===== config.mk =====
export PLATFORM = sky130hd
export DESIGN_NAME = burst_addr_gen
export DESIGN_NICKNAME = d
export VERILOG_FILES = /design/src/rtl/burst_pkg.sv /design/src/rtl/burst_beat_ctr.sv /design/src/rtl/burst_addr_reg.sv /design/src/rtl/burst_order_map.sv /design/src/rtl/burst_addr_gen.sv
export SDC_FILE = /design/constraint.sdc
export NUM_CORES = 1
export LEC_CHECK = 0
export BUFFER_PORTS_ARGS = -buffer_cell sky130_fd_sc_hd__buf_2
export CAP_MARGIN = 20
export CORE_MARGIN = 3
export CORE_UTILIZATION = 52
export CTS_BUF_LIST = sky130_fd_sc_hd__clkbuf_4 sky130_fd_sc_hd__clkbuf_8
export DETAILED_ROUTE_END_ITERATION = 8
export GPL_TIMING_DRIVEN = 1
export PLACE_DENSITY = 0.91
export SLEW_MARGIN = 20
export SYNTH_ARGS = -nofsm -noshare
export SYNTH_HDL_FRONTEND = slang
export SYNTH_SLANG_ARGS = --single-unit

===== constraint.sdc =====
create_clock -name clk_i -period 1.2 [get_ports clk_i]
set_input_delay 0.06 -clock clk_i [delete_from_list [all_inputs] [get_ports clk_i]]
set_output_delay 0.06 -clock clk_i [all_outputs]
set_load 0.02 [all_outputs]

===== src/rtl/burst_pkg.sv =====
package burst_pkg;
  typedef enum logic {
    ORD_LINEAR     = 1'b0,
    ORD_INTERLEAVE = 1'b1
  } burst_order_e;
endpackage


===== src/rtl/burst_beat_ctr.sv =====
module burst_beat_ctr #(
  parameter int unsigned BEAT_W = 2
) (
  input  logic              clk_i,
  input  logic              rst_ni,
  input  logic              en_i,
  input  logic              load_i,
  output logic [BEAT_W-1:0] beat_o
);
  logic [BEAT_W-1:0] beat_q;

  always_ff @(posedge clk_i or negedge rst_ni) begin
    if (!rst_ni)     beat_q <= '0;
    else if (en_i) begin
      if (load_i)    beat_q <= '0;
      else           beat_q <= beat_q + 1'b1;  // wraps at burst length
    end
  end

  assign beat_o = beat_q;

  AST_BEAT_LOAD_ZERO: assert property (@(posedge clk_i) disable iff (!rst_ni)
    en_i && load_i |=> beat_q == '0);
  AST_BEAT_STEP: assert property (@(posedge clk_i) disable iff (!rst_ni)
    en_i && !load_i |=> beat_q == BEAT_W'($past(beat_q) + 1'b1));
  AST_BEAT_HOLD: assert property (@(posedge clk_i) disable iff (!rst_ni)
    !en_i |=> $stable(beat_q));
endmodule


===== src/rtl/burst_addr_reg.sv =====
module burst_addr_reg #(
  parameter int unsigned ADDR_W = 18
) (
  input  logic              clk_i,
  input  logic              rst_ni,
  input  logic              en_i,
  input  logic              load_i,
  input  logic [ADDR_W-1:0] addr_i,
  output logic [ADDR_W-1:0] base_o
);
  logic [ADDR_W-1:0] base_q;

  always_ff @(posedge clk_i or negedge rst_ni) begin
    if (!rst_ni)             base_q <= '0;
    else if (en_i && load_i) base_q <= addr_i;
  end

  assign base_o = base_q;

  AST_BASE_CAPTURE: assert property (@(posedge clk_i) disable iff (!rst_ni)
    en_i && load_i |=> base_q == $past(addr_i));
  AST_BASE_KEEP: assert property (@(posedge clk_i) disable iff (!rst_ni)
    !(en_i && load_i) |=> $stable(base_q));
endmodule


===== src/rtl/burst_order_map.sv =====
module burst_order_map
  import burst_pkg::*;
#(
  parameter int unsigned BEAT_W = 2
) (
  input  logic [BEAT_W-1:0] start_i,
  input  logic [BEAT_W-1:0] beat_i,
  input  burst_order_e      order_i,
  output logic [BEAT_W-1:0] low_o
);
  logic [BEAT_W-1:0] lin_w;
  logic [BEAT_W-1:0] ilv_w;

  assign lin_w = start_i + beat_i;

  for (genvar b = 0; b < BEAT_W; b++) begin : g_ilv
    assign ilv_w[b] = start_i[b] ^ beat_i[b];
  end

  always_comb begin
    unique case (order_i)
      ORD_INTERLEAVE: low_o = ilv_w;
      default:        low_o = lin_w;
    endcase
  end
endmodule


===== src/rtl/burst_addr_gen.sv =====
module burst_addr_gen
  import burst_pkg::*;
#(
  parameter int unsigned ADDR_W = 18,
  parameter int unsigned BEAT_W = 2
) (
  input  logic              clk_i,
  input  logic              rst_ni,
  input  logic              en_i,
  input  logic              advance_i,
  input  logic              order_i,
  input  logic [ADDR_W-1:0] addr_i,
  output logic [ADDR_W-1:0] addr_o
);
  localparam int unsigned HI_W = ADDR_W - BEAT_W;

  logic              load_w;
  logic [ADDR_W-1:0] base_w;
  logic [BEAT_W-1:0] beat_w;
  logic [BEAT_W-1:0] low_w;
  burst_order_e      order_w;

  assign load_w  = !advance_i;
  assign order_w = burst_order_e'(order_i);

  burst_addr_reg #(.ADDR_W(ADDR_W)) u_base (
    .clk_i (clk_i), .rst_ni(rst_ni), .en_i(en_i), .load_i(load_w),
    .addr_i(addr_i), .base_o(base_w)
  );

  burst_beat_ctr #(.BEAT_W(BEAT_W)) u_beat (
    .clk_i (clk_i), .rst_ni(rst_ni), .en_i(en_i), .load_i(load_w),
    .beat_o(beat_w)
  );

  burst_order_map #(.BEAT_W(BEAT_W)) u_map (
    .start_i(base_w[BEAT_W-1:0]), .beat_i(beat_w), .order_i(order_w),
    .low_o  (low_w)
  );

  assign addr_o = {base_w[ADDR_W-1:BEAT_W], low_w};

  AST_FIRST_BEAT: assert property (@(posedge clk_i) disable iff (!rst_ni)
    en_i && !advance_i |=> addr_o == $past(addr_i));
  AST_UPPER_FIXED: assert property (@(posedge clk_i) disable iff (!rst_ni)
    advance_i |=> addr_o[ADDR_W-1:BEAT_W] == $past(addr_o[ADDR_W-1:BEAT_W]));
  AST_RESET_ZERO: assert property (@(posedge clk_i)
    !rst_ni |-> addr_o == '0);
  initial assert (HI_W > 0);
endmodule


# Word-level counts from Yosys, hierarchy flattened
# Index checks and enable logic that the tools add are counted.
# W data, S select, Z words.
dict set report word_totals {
  wordCells 10
  output_inout_bits 18
  in_bits 23
  regBits 20
}
dict set report op_classes {
  add_sub_neg 2
  n_mux 2
  bitwise_logic 2
  reduce_logical 2
}
# cell count
set op_table {}
lappend op_table {{$mux W2} 2}
lappend op_table {{$add A2 B1 Y2 const B} 1}
lappend op_table {{$add A2 B2 Y2} 1}
lappend op_table {{$xor A1 B1 Y1} 2}
lappend op_table {{$logic_and A1 B1 Y1} 1}
lappend op_table {{$logic_not A1 Y1} 1}

# Logic depth before layout (Yosys ltp)
# Gate-level depths: netlist (run 1).
dict set report depth {
  ltp_word 2
  mapped_depth 4
  depth_no_buf 3
}

# Modules after synthesis
# From an unflattened synthesis (run 1), not the netlist that was laid out.
dict set report hier_totals {
  hier_cells 50
  hier_area_um2 854.6
}
# module area_per_inst_um2 cells_each seq_area_each_um2 n_inst
set by_module_without_submodules {}
lappend by_module_without_submodules {burst_addr_reg 721.9 38 450.4 1}
lappend by_module_without_submodules {burst_beat_ctr 92.6 7 50.0 1}
lappend by_module_without_submodules {burst_order_map 36.3 4 0.0 1}
lappend by_module_without_submodules {burst_addr_gen 3.8 1 0.0 1}

# Worst setup path after synthesis (run 1)
# OpenSTA, ideal clock, no wires.
dict set report synth_timing {
  kind {reg2out}
  startpoint {register u_beat.beat_q[0], in the netlist u_beat.beat_o[0]}
  endpoint {output port addr_o[1]}
  path_stages_with_launch 4
  required_ns 1.140
  path_buffers 0
  slack_ns 0.098
  arrival_time_ns 1.042
  path_cell_list {dfrtp_1 > ha_1 > nor2b_1 > xnor2_1}
}
dict set report synth_between {
  elab_chain_cells 2
}
# element line
set synth_rtl {}
lappend synth_rtl {{from (decl)} burst_beat_ctr.sv:10} ;# logic [BEAT_W-1:0] beat_q;
lappend synth_rtl {{from (signal assigned)} burst_beat_ctr.sv:16} ;# else beat_q <= beat_q + 1'b1;
lappend synth_rtl {{$add A2 B2 Y2} burst_order_map.sv:14} ;# assign lin_w = start_i + beat_i;
lappend synth_rtl {{$mux W2} burst_order_map.sv:21} ;# unique case (order_i)
lappend synth_rtl {{to (decl)} burst_addr_gen.sv:13} ;# output logic [ADDR_W-1:0] addr_o
# No other way between the ends.

# Worst setup path after layout (run 1)
# Same ends and word-level chain as after synthesis.

==> results.md, run 1 <==
- The run finished, with violations left.
- The checks that failed: negative setup slack.
- In the final routed layout, each cell accounts on average for 13.0 µm.
- Summed over all instances, the cell type with the most area after synthesis is dfrtp_1.
- The number of nets in the layout is 141.
- The total routing usage reported by global routing is 18.0%.
- For this run, the slowest stage of the critical path takes 0.42 ns.
- The setup slack after layout is -0.146 ns.
- The clock network burns 21.5% of the power.
- For this design the ratio of total power to cell area is 1330 nW/µm².
- The sum of routed wire segments on met1 is 773 µm.
- The number of distinct library cells after synthesis is 15.
- During synthesis, Yosys emitted a total of 0 warnings.
- After synthesis, the most frequently instantiated cells are 20 x dfrtp_1, 16 x buf_4, 10 x mux2_4.
- From bottom edge to top edge, the die measures 49.4 µm.
- Of the available clock period, the critical path in the final layout requires 112%.
- The final critical path time including I/O delays and setup is 1.35 ns.
- The share of total power in combinational logic is 32.0%.
- Averaged over all synthesized cells, the footprint is 14.4 µm².
- After synthesis, the cell types taking the most area are dfrtp_1 51%, mux2_4 15%, buf_4 12%.
- The first-pass GRT wire length is 3370 µm.
- The clock reaches the later pin of the worst-skew pair after 0.29 ns.
- The die is 49.4 µm wide.
- The multiplexer fraction of the synthesized cell area is 24.6%.
- The signed area change from the synthesized netlist to the final layout is 37.1%.
- The maximum fanout along the worst path is 3.
- The synthesized netlist devotes 1.79% of its cell area to compound gates.
- The final number of max-transition violations is 0.
- The number of buffer and inverter stages on the critical path is 1.
- The area of the mapped netlist is 978 µm².
- The net switching power of the design is 521 µW.
- The pin count of the biggest net entering global routing is 21.
- Traced cell by cell, the critical path runs through ha_2 > nor2b_4 > xnor2_2 > buf_4.
- The TritonCTS clock tree is done.
- After detailed routing, the number of vias per cell comes to 4.55.
- The analysis attributes to cell leakage a power of 0.662 nW.
- Counting every net in the synthesized netlist gives 92.
- The count of maximum capacitance violations is 0.
- The synthesized design devotes to its leading area cell type 51.2% of total area.
- dfrtp_1 is the most common cell in the netlist.
- After Yosys synthesis, full adders, half adders and majority gates account for 1.28% of the synthesized area.
- The worst clock skew on the final layout is 0.0000671 ns.
- The share of synthesized flip-flops with an asynchronous set or reset is 100%.
- The met2 routed wirelength is 923 µm.
- The core footprint is 1750 µm².
- After synthesis the netlist holds a flip-flop and latch count of 20.
- The placer's final routability congestion estimate is 0.742.
- The transition time of the tightest slew-check pin is 0.440 ns.
- The path type of the worst min-delay path is in2reg.
- After Yosys synthesis, and, or, nand and nor cells account for 3.20% of the synthesized area.
- After routing the design area is 1340 µm².
- The number of primary I/O pins is 41.
- Grouping stages by cell kind, the critical path spends the most delay in flip-flops.
- The top routing layer in use is met3.
- Among all stages on the critical path, the largest delay is contributed by dfrtp_1.
- The share of post-route cells with drive strength above 1 is 60.3%.
- Yosys mapped a number of flops with a built-in enable equal to 0.
- During placement, the flow inserted port buffers numbering 40.
- The number of rows in the core area is 15.
- The met3 routed wirelength is 136 µm.
- The critical path startpoint category is a flip-flop.
- The prevailing post-synth register cell is dfrtp_1.
- Summing the areas of all xor and xnor instances in the mapped netlist gives 1.79% of the synthesized area.
- After clock tree synthesis, the clock-pin slew on the worst setup and hold paths is 0.11 ns.
- The peak supply drop is 929 µV.
- The number of remaining DRC errors is 0.
- The count of antenna-violating nets left after detailed routing is 0.
- The class of the most critical setup path is reg2out.
- The clock drives 20 sinks.
- Summed over all failing endpoints, the final setup total negative slack is -0.163 ns.
- The tightest hold path in the finished design has a slack of 0.0211 ns.
- STA puts the critical path data required time at 1.14 ns.
- In this run the clock root is driven by a clkbuf_4.
- For this run the aggregate overflow at the end of global routing stands at 0.
- The part of the Yosys area used for sequential elements is 51.2%.
- The final-report hold violation count is 0.
- The first detailed-routing pass took 4 iterations.
- The switching part of the total power is 29.3%.
- The starting density of the core is 56.1%.
- The violation count after the first detailed-routing iteration is 1.
- In this run the tightest slew margin relative to its limit is 70.7%.
- In this run the deepest clock path goes through 2 buffers.
- The count of inserted antenna diode cells is 0.
- Data arrives at the worst endpoint at 1.29 ns.
- The detailed-route wire length is 1830 µm.
- The initial antenna violation count was 0.
- The fmax is 743 MHz.
- The largest family of logic cells by synthesized area is multiplexers.
- The number of global-route vias before repair is 723.
- In this run the number of H-tree levels came out at 1.
- The number of endpoints failing setup at the final stage is 2.
- Summing all placed instances gives a cell area of 1070 µm².
- Detailed routing inserted a total of 641 vias.
- The total clock buffers created by CTS is 3.
- The total die area is 2440 µm².
- The cell count after synthesis is 68.
- The internal power is 1.26 mW.
- The relative contribution of sequential cells to total power is 46.5%.
- Setup repair after global routing could not meet its margin everywhere.
- The category of the worst setup path capture point is an output port.
routing by layer:
metal / global-route usage [%] / vias to the layer above
met5: 0 / -
met1: 21.3 / 304
met4: 5.53 / 0
li1: - / 307
met2: 31.9 / 30
met3: 4.59 / 0
kinds of logic (layout without fill, tap and decap cells):
kind of cell | after synthesis | count (layout)
xor gates and xnor gates | 2 | 2
DFF | 20 | 20
AOI/OAI and AO/OA | 3 | 3
and+or+nand+nor | 4 | 4
buffers and inverters | 20 | 68
adders and majority gates | 1 | 1
muxes | 18 | 18
flip-flops by register name, indices dropped and copies added, names as in the netlist:
signal / cells
u_base.base_o: 18
u_beat.beat_o: 2
stage by stage:
step	util [%]	cells	setup slack [ns]	total power, mW
final	76.8	141	-0.146	1.78
after global routing	76.8	141	-0.207	1.88
after CTS	76.0	140	-0.197	1.78
after detailed placement	61.5	117	0.0938	1.31
after global placement	61.5	117	0.181	1.29
after floorplan	-	68	0.0979	1.26
cells in the final DEF (no fill, tap or decap):
cell,instances
buf_4,4
mux2_2,8
inv_1,2
mux2_4,10
dlygate4sd3_1,19
ha_2,1
nor2b_4,2
a21boi_0,1
xnor2_2,2
o21ai_0,2
dfrtp_1,20
clkbuf_4,3
nand4_1,1
buf_2,38
nand3_1,1
clkbuf_8,1
buf_6,1
power groups by stage:
| stage | Sequential, mW | Combinational [mW] | Clock (mW) |
|---|---|---|---|
| after CTS | 0.824 | 0.559 | 0.394 |
| after floorplan | 0.825 | 0.434 | 0 |
| final | 0.827 | 0.568 | 0.383 |
| after global routing | 0.843 | 0.607 | 0.431 |
| after detailed placement | 0.836 | 0.474 | 0 |
| after global placement | 0.828 | 0.466 | 0 |
cell type report:
type | instances | area, µm²
Clock buffer | 4 | 36.3
Fill cell | 120 | 404
Inverter | 2 | 7.51
Multi-Input combinational cell | 28 | 344
Sequential cell | 20 | 500
Tap cell | 25 | 31.3
Timing Repair Buffer | 62 | 422
worst paths after layout:
kind                                                       to                          from  depth (start not counted)  slack [ns]
worst max-delay path                                addr_o[1]  u_beat.beat_o[0]$_DFFE_PN0P_                          4       -0.15
worst min-delay path             u_beat.beat_o[0]$_DFFE_PN0P_                          en_i                          2        0.02
worst max register to register   u_beat.beat_o[1]$_DFFE_PN0P_  u_beat.beat_o[0]$_DFFE_PN0P_                          3        0.33
worst min register to register   u_base.base_o[4]$_DFFE_PN0P_  u_base.base_o[4]$_DFFE_PN0P_                          1        0.51
max in group asynchronous       u_base.base_o[17]$_DFFE_PN0P_                        rst_ni                          2        0.63
min in group asynchronous       u_base.base_o[11]$_DFFE_PN0P_                        rst_ni                          2        0.26
what timing repair did:
action                                  CTS  global route
hold buffers                             19             0
resized for setup                         7             1
hold endpoints to repair                 38             0
endpoints found under the setup margin    2             2
buffers inserted                          0             1
pin swaps                                 2             2
Power figures use the tool's default switching activity.
==> run 2: changes to the inputs <==
- CORE_UTILIZATION: 52 -> 49
- PLACE_DENSITY: 0.91 -> 0.87
- clock period: 1.2 -> 1.47 ns (I/O delays scaled with it)
==> results.md, run 2 (same netlist as run 1, synthesis figures left out) <==
- The signed area change from the synthesized netlist to the final layout is 17.1% (was 37.1%).
- The total power draw came to 1.33 mW (was 1.78 mW).
- The final-report hold violation count is 0 (unchanged).
- The switching part of the total power is 30.2% (was 29.3%).
- The net switching power of the design is 401 µW (was 521 µW).
- The number of primary I/O pins was 41 (unchanged).
- The maximum clock path buffer count is 2 (unchanged).
- The number of buffer and inverter stages on the critical path is 1 (unchanged).
- The number of endpoints failing setup at the final stage was 0 (was 2).
- The clock input transition at the sequential cells of the worst setup and hold paths is 0.10 ns (was 0.11 ns).
- The final number of max-transition violations is 0 (unchanged).
- The depth of the worst register-to-register path is 3 (unchanged).
- The relative contribution of sequential cells to total power is 50.6% (was 46.5%).
- The area of placed instances is 1070 µm² (about the same).
- The core footprint is 1800 µm² (was 1750 µm²).
- The clock insertion delay at the later pin of the skew report came to 0.28 ns (was 0.29 ns).
- The internal reg-to-reg setup slack came to 0.65 ns (was 0.33 ns).
- The data arrival time of the critical path is 1.32 ns (was 1.29 ns).
- The worst hold margin is 0.0123 ns (was 0.0211 ns).
- The TritonCTS sink count came to 20 (unchanged).
- The hold-critical path depth was 2 (unchanged).
- The category of the worst setup path capture point is an output port (unchanged).
- The total die area is 2570 µm² (was 2440 µm²).
- The total grt overflow came to 0 (unchanged).
- The worst-case hold path end point is u_base.base_o[15]$_DFFE_PN0P_ (was u_beat.beat_o[0]$_DFFE_PN0P_).
- The total clock buffers created by CTS is 3 (unchanged).
- The detailed-route wire length is 1660 µm (was 1830 µm).
- The HPWL after detailed placement is 1210 µm.
- The kind of cell adding the most delay to the critical path was flip-flops (unchanged).
- The initial antenna violation count is 0 (unchanged).
- The maximum level of the CTS H-tree is 1 (unchanged).
- The startpoint of the lowest-slack register-to-register path was u_beat.beat_o[0]$_DFFE_PN0P_ (unchanged).
- The count of antenna-violating nets left after detailed routing was 0 (unchanged).
- The number of nets in the layout is 124 (was 141).
- The pin count of the biggest net entering global routing is 21 (unchanged).
- The x dimension of the die is 50.7 µm (was 49.4 µm).
- The most frequent standard cell in the layout excluding fill and tap cells is buf_2 (unchanged).
- The share of post-route cells with drive strength above 1 was 68.4% (was 60.3%).
- RSZ-0062 raised after global routing: false (was true).
- The number of remaining DRC errors is 0 (unchanged).
- The critical path startpoint category is a flip-flop (unchanged).
- The count of inserted antenna diode cells is 0 (unchanged).
- Cell breakdown of the critical path: ha_2 > nor2b_4 > xnor2_2 > buf_4 (unchanged).
- The share of total power in combinational logic was 31.1% (was 32.0%).
- The violation count after the first detailed-routing iteration came to 1 (unchanged).
- The flip-flop count of the largest register after layout was 18 (unchanged).
- The maximum fanout along the worst path is 3 (unchanged).
- The die extent in y is 50.7 µm (was 49.4 µm).
- The tightest slew margin relative to the limit was 71.3% (was 70.7%).
- The master of the slowest instance on the critical path is dfrtp_1 (unchanged).
- The required time reported for the critical path endpoint is 1.40 ns (was 1.14 ns).
- The number of port buffers is 40 (unchanged).
- Counting I/O delays and the setup requirement, the final critical path takes 1.39 ns.
- The first-pass GRT wire length is 2780 µm (was 3370 µm).
- In the finished design, the share of the clock period the worst path needs comes to 94.5%.
- The startpoint of the lowest-slack hold path was addr_i[15] (was en_i).
- Leading cell types in the layout, fill and taps excluded: 39 x buf_2, 20 x dfrtp_1, 10 x mux2_4, 8 x mux2_2 (was 38 x buf_2, 20 x dfrtp_1, 19 x dlygate4sd3_1, 10 x mux2_4, 8 x mux2_2).
- Run status: complete, no violations (was finished, violations left).
- The number of global-route vias before repair came to 622 (was 723).
- The count of maximum capacitance violations is 0 (unchanged).
- The worst clock skew on the final layout is 0.000264 ns (was 0.0000671 ns).
- The placer's final routability congestion estimate was 0.728 (was 0.742).
- The areal power density over the cells is 1160 nW/µm² (was 1330 nW/µm²).
- The class of the most critical setup path is reg2out (unchanged).
- The sum of negative setup slack is 0 ns (was -0.163 ns).
- The detailed-route via count is 573 (was 641).
- The share of power burned in the clock network is 18.3% (was 21.5%).
- The total routing usage reported by global routing is 14.1% (was 18.0%).
- The ratio of routed vias to standard cells is 4.66 (was 4.55).
- The post-detailed-route wirelength per cell is 13.5 µm (was 13.0 µm).
- The endpoint of the lowest-slack register-to-register path is u_beat.beat_o[1]$_DFFE_PN0P_ (unchanged).
- The TritonCTS clock tree is done (unchanged).
- The peak per-stage delay on the critical path came to 0.42 ns (about the same).
- The number of filler cells placed in the layout is 144 (was 120).
- The number of optimization iterations in the first detailed-route pass is 2 (was 4).
- The peak supply drop was 798 µV (was 929 µV).
- The internal power is 928 µW (was 1.26 mW).
- The transition time of the tightest slew-check pin was 0.430 ns (was 0.440 ns).
- The cell chosen for the clock root is clkbuf_4 (unchanged).
- Timing would allow up to 720 MHz.
- The number of rows in the core area is 15 (unchanged).
- The starting density of the core is 54.3% (was 56.1%).
- The total leakage power is 0.577 nW (was 0.662 nW).
- The summed area of non-filler cells in the final layout came to 1150 µm² (was 1340 µm²).
- The path type of the worst min-delay path was in2reg (unchanged).
run 2: cell count changes in the layout (fill, tap and decap cells not counted):
| cell | before | now |
|---|---|---|
| dlygate4sd3_1 | 19 | 3 |
| buf_2 | 38 | 39 |
| buf_4 | 4 | 3 |
| buf_6 | 1 | 0 |
| clkbuf_8 | 1 | 0 |
| xnor2_1 | 0 | 1 |
| xnor2_2 | 2 | 1 |
run 2: worst register-to-register path, cell delays in order (launching register included):
cell and delay [ns]:
dfrtp_1 0.40, inv_1 0.08, a21boi_0 0.15, o21ai_0 0.09
run 2: cell type report:
type | instances | area (µm²) | area share [%]
repair buffers | 45 | 248 | 21.6
flip-flops and latches | 20 | 500 | 43.7
well taps | 25 | 31.3 | 2.73
inverters | 2 | 7.51 | 0.655
multi-input cells | 28 | 337 | 29.4
clock buffers | 3 | 22.5 | 1.97
run 2: power by group through the flow:
| stage | sequential, mW | combinational (mW) | clock (mW) |
|---|---|---|---|
| CTS | 0.673 | 0.390 | 0.252 |
| global placement | 0.677 | 0.378 | 0 |
| finish | 0.673 | 0.413 | 0.243 |
| global route | 0.683 | 0.443 | 0.279 |
| floorplan | 0.673 | 0.354 | 0 |
| detailed placement | 0.683 | 0.386 | 0 |
run 2: through the flow:
stage                     setup slack [ns]  std cells  utilization, %
after global routing                0.0188        123            63.6
after detailed placement             0.336        116            59.2
after floorplan                      0.354         68               -
after CTS                           0.0597        120            61.0
final                               0.0806        123            63.6
after global placement               0.392        116            59.2
run 2: worst max-delay path by stage:
stage / from / endpoint / cells past startpoint
6_report: u_beat.beat_o[0]$_DFFE_PN0P_ / addr_o[1] / 4
3_3_place_gp: en_i / u_base.base_o[9]$_DFFE_PN0P_ / 4
2_1_floorplan: u_beat.beat_o[0]$_DFFE_PN0P_ / addr_o[1] / 3
5_1_grt: u_beat.beat_o[0]$_DFFE_PN0P_ / addr_o[1] / 4
3_5_place_dp: en_i / u_base.base_o[13]$_DFFE_PN0P_ / 4
4_1_cts: u_beat.beat_o[0]$_DFFE_PN0P_ / addr_o[1] / 4
run 2: layer usage:
| metal | part of all wire (%) | global-route usage, % | up-vias |
|---|---|---|---|
| met3 | 8.0 | 2.97 | 0 |
| li1 | - | - | 271 |
| met5 | 0 | 0 | - |
| met4 | 0 | 4.04 | 0 |
| met1 | 42 | 17.4 | 274 |
| met2 | 49 | 24.8 | 28 |
run 2: repair_timing:
action                                 in CTS  in global routing
setup endpoints to repair                   0                  1
setup buffers                               0                  1
endpoints found under the hold margin      20                  2
hold buffers                                1                  2
gates resized for setup                     0                  5
==> run 3: changes to the inputs <==
- CORE_UTILIZATION: 49 -> 52
- PLACE_DENSITY: 0.87 -> 0.91
- clock period: 1.47 -> 1.7 ns (I/O delays scaled with it)
==> results.md, run 3 (same netlist as run 1, synthesis figures left out) <==
- The areal power density over the cells was 998 nW/µm² (was 1160 nW/µm²).
- The maximum clock path buffer count was 2 (unchanged).
- The count of inserted antenna diode cells is 0 (unchanged).
- The register cell area after layout came to 500 µm² (unchanged).
- The hold-critical path depth is 2 (unchanged).
- The number of filler cells placed in the layout is 149 (was 144).
- The total power draw is 1.14 mW (was 1.33 mW).
- The signed area change from the synthesized netlist to the final layout was 16.4% (was 17.1%).
- RSZ-0062 raised after global routing: false (unchanged).
- The relative contribution of sequential cells to total power is 51.4% (was 50.6%).
- The tightest slew margin relative to the limit is 71.3% (about the same).
- The class of the most critical setup path is reg2out (unchanged).
- The core footprint was 1750 µm² (was 1800 µm²).
- The TritonCTS clock tree is done (unchanged).
- The detailed-route wire length is 1600 µm (was 1660 µm).
- The final number of max-transition violations is 0 (unchanged).
- The transition time of the tightest slew-check pin was 0.430 ns (about the same).
- The number of setup buffers added after CTS is 0 (unchanged).
- The peak supply drop came to 692 µV (was 798 µV).
- The number of port buffers was 40 (unchanged).
- The total grt overflow was 0 (unchanged).
- The number of optimization iterations in the first detailed-route pass was 2 (unchanged).
- The maximum fanout along the worst path is 3 (unchanged).
- The flip-flop count of the largest register after layout came to 18 (unchanged).
- The final-report hold violation count is 0 (unchanged).
- The number of remaining DRC errors is 0 (unchanged).
- The total die area is 2440 µm² (was 2570 µm²).
- The net switching power of the design is 346 µW (was 401 µW).
- The maximum level of the CTS H-tree is 1 (unchanged).
- The total clock buffers created by CTS is 3 (unchanged).
- Leading cell types in the layout, fill and taps excluded: 40 x buf_2, 20 x dfrtp_1, 10 x mux2_4, 8 x mux2_2, 5 x dlygate4sd3_1 (was 39 x buf_2, 20 x dfrtp_1, 10 x mux2_4, 8 x mux2_2).
- The clock input transition at the sequential cells of the worst setup and hold paths is 0.10 ns (about the same).
- The summed area of non-filler cells in the final layout came to 1140 µm² (was 1150 µm²).
- The depth of the worst register-to-register path is 3 (unchanged).
- The violation count after the first detailed-routing iteration is 2 (was 1).
- The post-detailed-route wirelength per cell is 12.9 µm (was 13.5 µm).
- The worst clock skew on the final layout is 0.000870 ns (was 0.000264 ns).
- The starting density of the core is 56.1% (was 54.3%).
- The ratio of routed vias to standard cells is 4.70 (was 4.66).
- The path type of the worst min-delay path is in2reg (unchanged).
- The sum of net half-perimeters after detailed placement is 1220 µm (was 1210 µm).
- The share of the cycle needed by the critical path after routing is 81.8%.
- The required time reported for the critical path endpoint is 1.62 ns (was 1.40 ns).
- The share of the core filled with cells in the final layout is 65.2% (was 63.6%).
- The detailed-route via count is 583 (was 573).
- The startpoint of the lowest-slack hold path is addr_i[4] (was addr_i[15]).
- The total area of multi-input combinational cells is 319 µm² (was 337 µm²).
- The sum of negative setup slack was 0 ns (unchanged).
- The data arrival time of the critical path was 1.31 ns (was 1.32 ns).
- The number of buffers inserted for hold repair after clock tree synthesis was 1 (unchanged).
- The fmax is 719 MHz.
- The number of primary I/O pins is 41 (unchanged).
- The critical path startpoint category is a flip-flop (unchanged).
- The count of maximum capacitance violations is 0 (unchanged).
- The count of antenna-violating nets left after detailed routing is 0 (unchanged).
- The cell chosen for the clock root is clkbuf_4 (unchanged).
- The pin count of the biggest net entering global routing is 21 (unchanged).
- The number of global-route vias before repair is 561 (was 622).
- The TritonCTS sink count is 20 (unchanged).
- The worst hold margin was 0.0178 ns (was 0.0123 ns).
- The total leakage power is 0.574 nW (was 0.577 nW).
- The startpoint of the worst setup timing path is u_beat.beat_o[0]$_DFFE_PN0P_ (unchanged).
- The clock insertion delay at the later pin of the skew report was 0.29 ns (was 0.28 ns).
- The number of endpoints failing setup at the final stage is 0 (unchanged).
- The most frequent standard cell in the layout excluding fill and tap cells is buf_2 (unchanged).
- The number of nets in the layout is 125 (was 124).
- The share of power burned in the clock network is 18.9% (was 18.3%).
- The initial antenna violation count was 0 (unchanged).
- The startpoint of the lowest-slack register-to-register path is u_beat.beat_o[0]$_DFFE_PN0P_ (unchanged).
- Run status: complete, no violations (unchanged).
- The first-pass GRT wire length is 2690 µm (was 2780 µm).
- The placer's final routability congestion estimate was 0.712 (was 0.728).
- The x dimension of the die is 49.4 µm (was 50.7 µm).
- The number of rows in the core area is 15 (unchanged).
- The category of the worst setup path capture point is an output port (unchanged).
- The area of placed instances is 1070 µm² (unchanged).
- The number of cells upsized or downsized after cts is 0 (unchanged).
- The share of post-route cells with drive strength above 1 is 63.6% (was 68.4%).
- The switching part of the total power is 30.4% (was 30.2%).
- The total routing usage reported by global routing is 14.5% (was 14.1%).
- The internal power came to 790 µW (was 928 µW).
- The final critical path time including I/O delays and setup is 1.39 ns.
- The die extent in y is 49.4 µm (was 50.7 µm).
- The share of total power in combinational logic is 29.7% (was 31.1%).
## run 3: worst paths after layout
path,end,slack [ns]
worst max-delay path,addr_o[1],0.31
worst min-delay path,u_base.base_o[4]$_DFFE_PN0P_,0.02
worst max register to register,u_beat.beat_o[1]$_DFFE_PN0P_,0.90
worst min register to register,u_base.base_o[17]$_DFFE_PN0P_,0.51
max in group asynchronous,u_base.base_o[14]$_DFFE_PN0P_,1.15
min in group asynchronous,u_base.base_o[6]$_DFFE_PN0P_,0.25
## run 3: through the flow
step / setup slack [ns] / instances
6_report: 0.309 / 124
5_1_grt: 0.207 / 124
4_1_cts: 0.282 / 120
3_5_place_dp: 0.453 / 116
3_3_place_gp: 0.494 / 116
2_1_floorplan: 0.573 / 68
## run 3: critical path, stage by stage, from the launching register on
cell     delay [ns]
dfrtp_1        0.41
ha_1           0.18
nor2b_1        0.13
xnor2_1        0.12
buf_2          0.18
## run 3: layout make-up
class,count,area share (%)
clock buffers,3,1.98
inverters,2,0.659
multi-input cells,28,28.0
flip-flops and latches,20,44.0
well taps,25,2.75
repair buffers,46,22.6
## run 3: routing by layer
metal	GRT usage (%)	wire length, µm
met5	0	0
met4	5.53	25
met3	3.98	169
met2	21.2	718
met1	20.4	682
## run 3: power by group through the flow
stage	Sequential (mW)	Combinational [mW]	Clock, mW
after CTS	0.585	0.337	0.228
after global placement	0.588	0.325	0
final	0.584	0.338	0.215
after floorplan	0.582	0.306	0
after detailed placement	0.593	0.333	0
after global routing	0.594	0.361	0.254
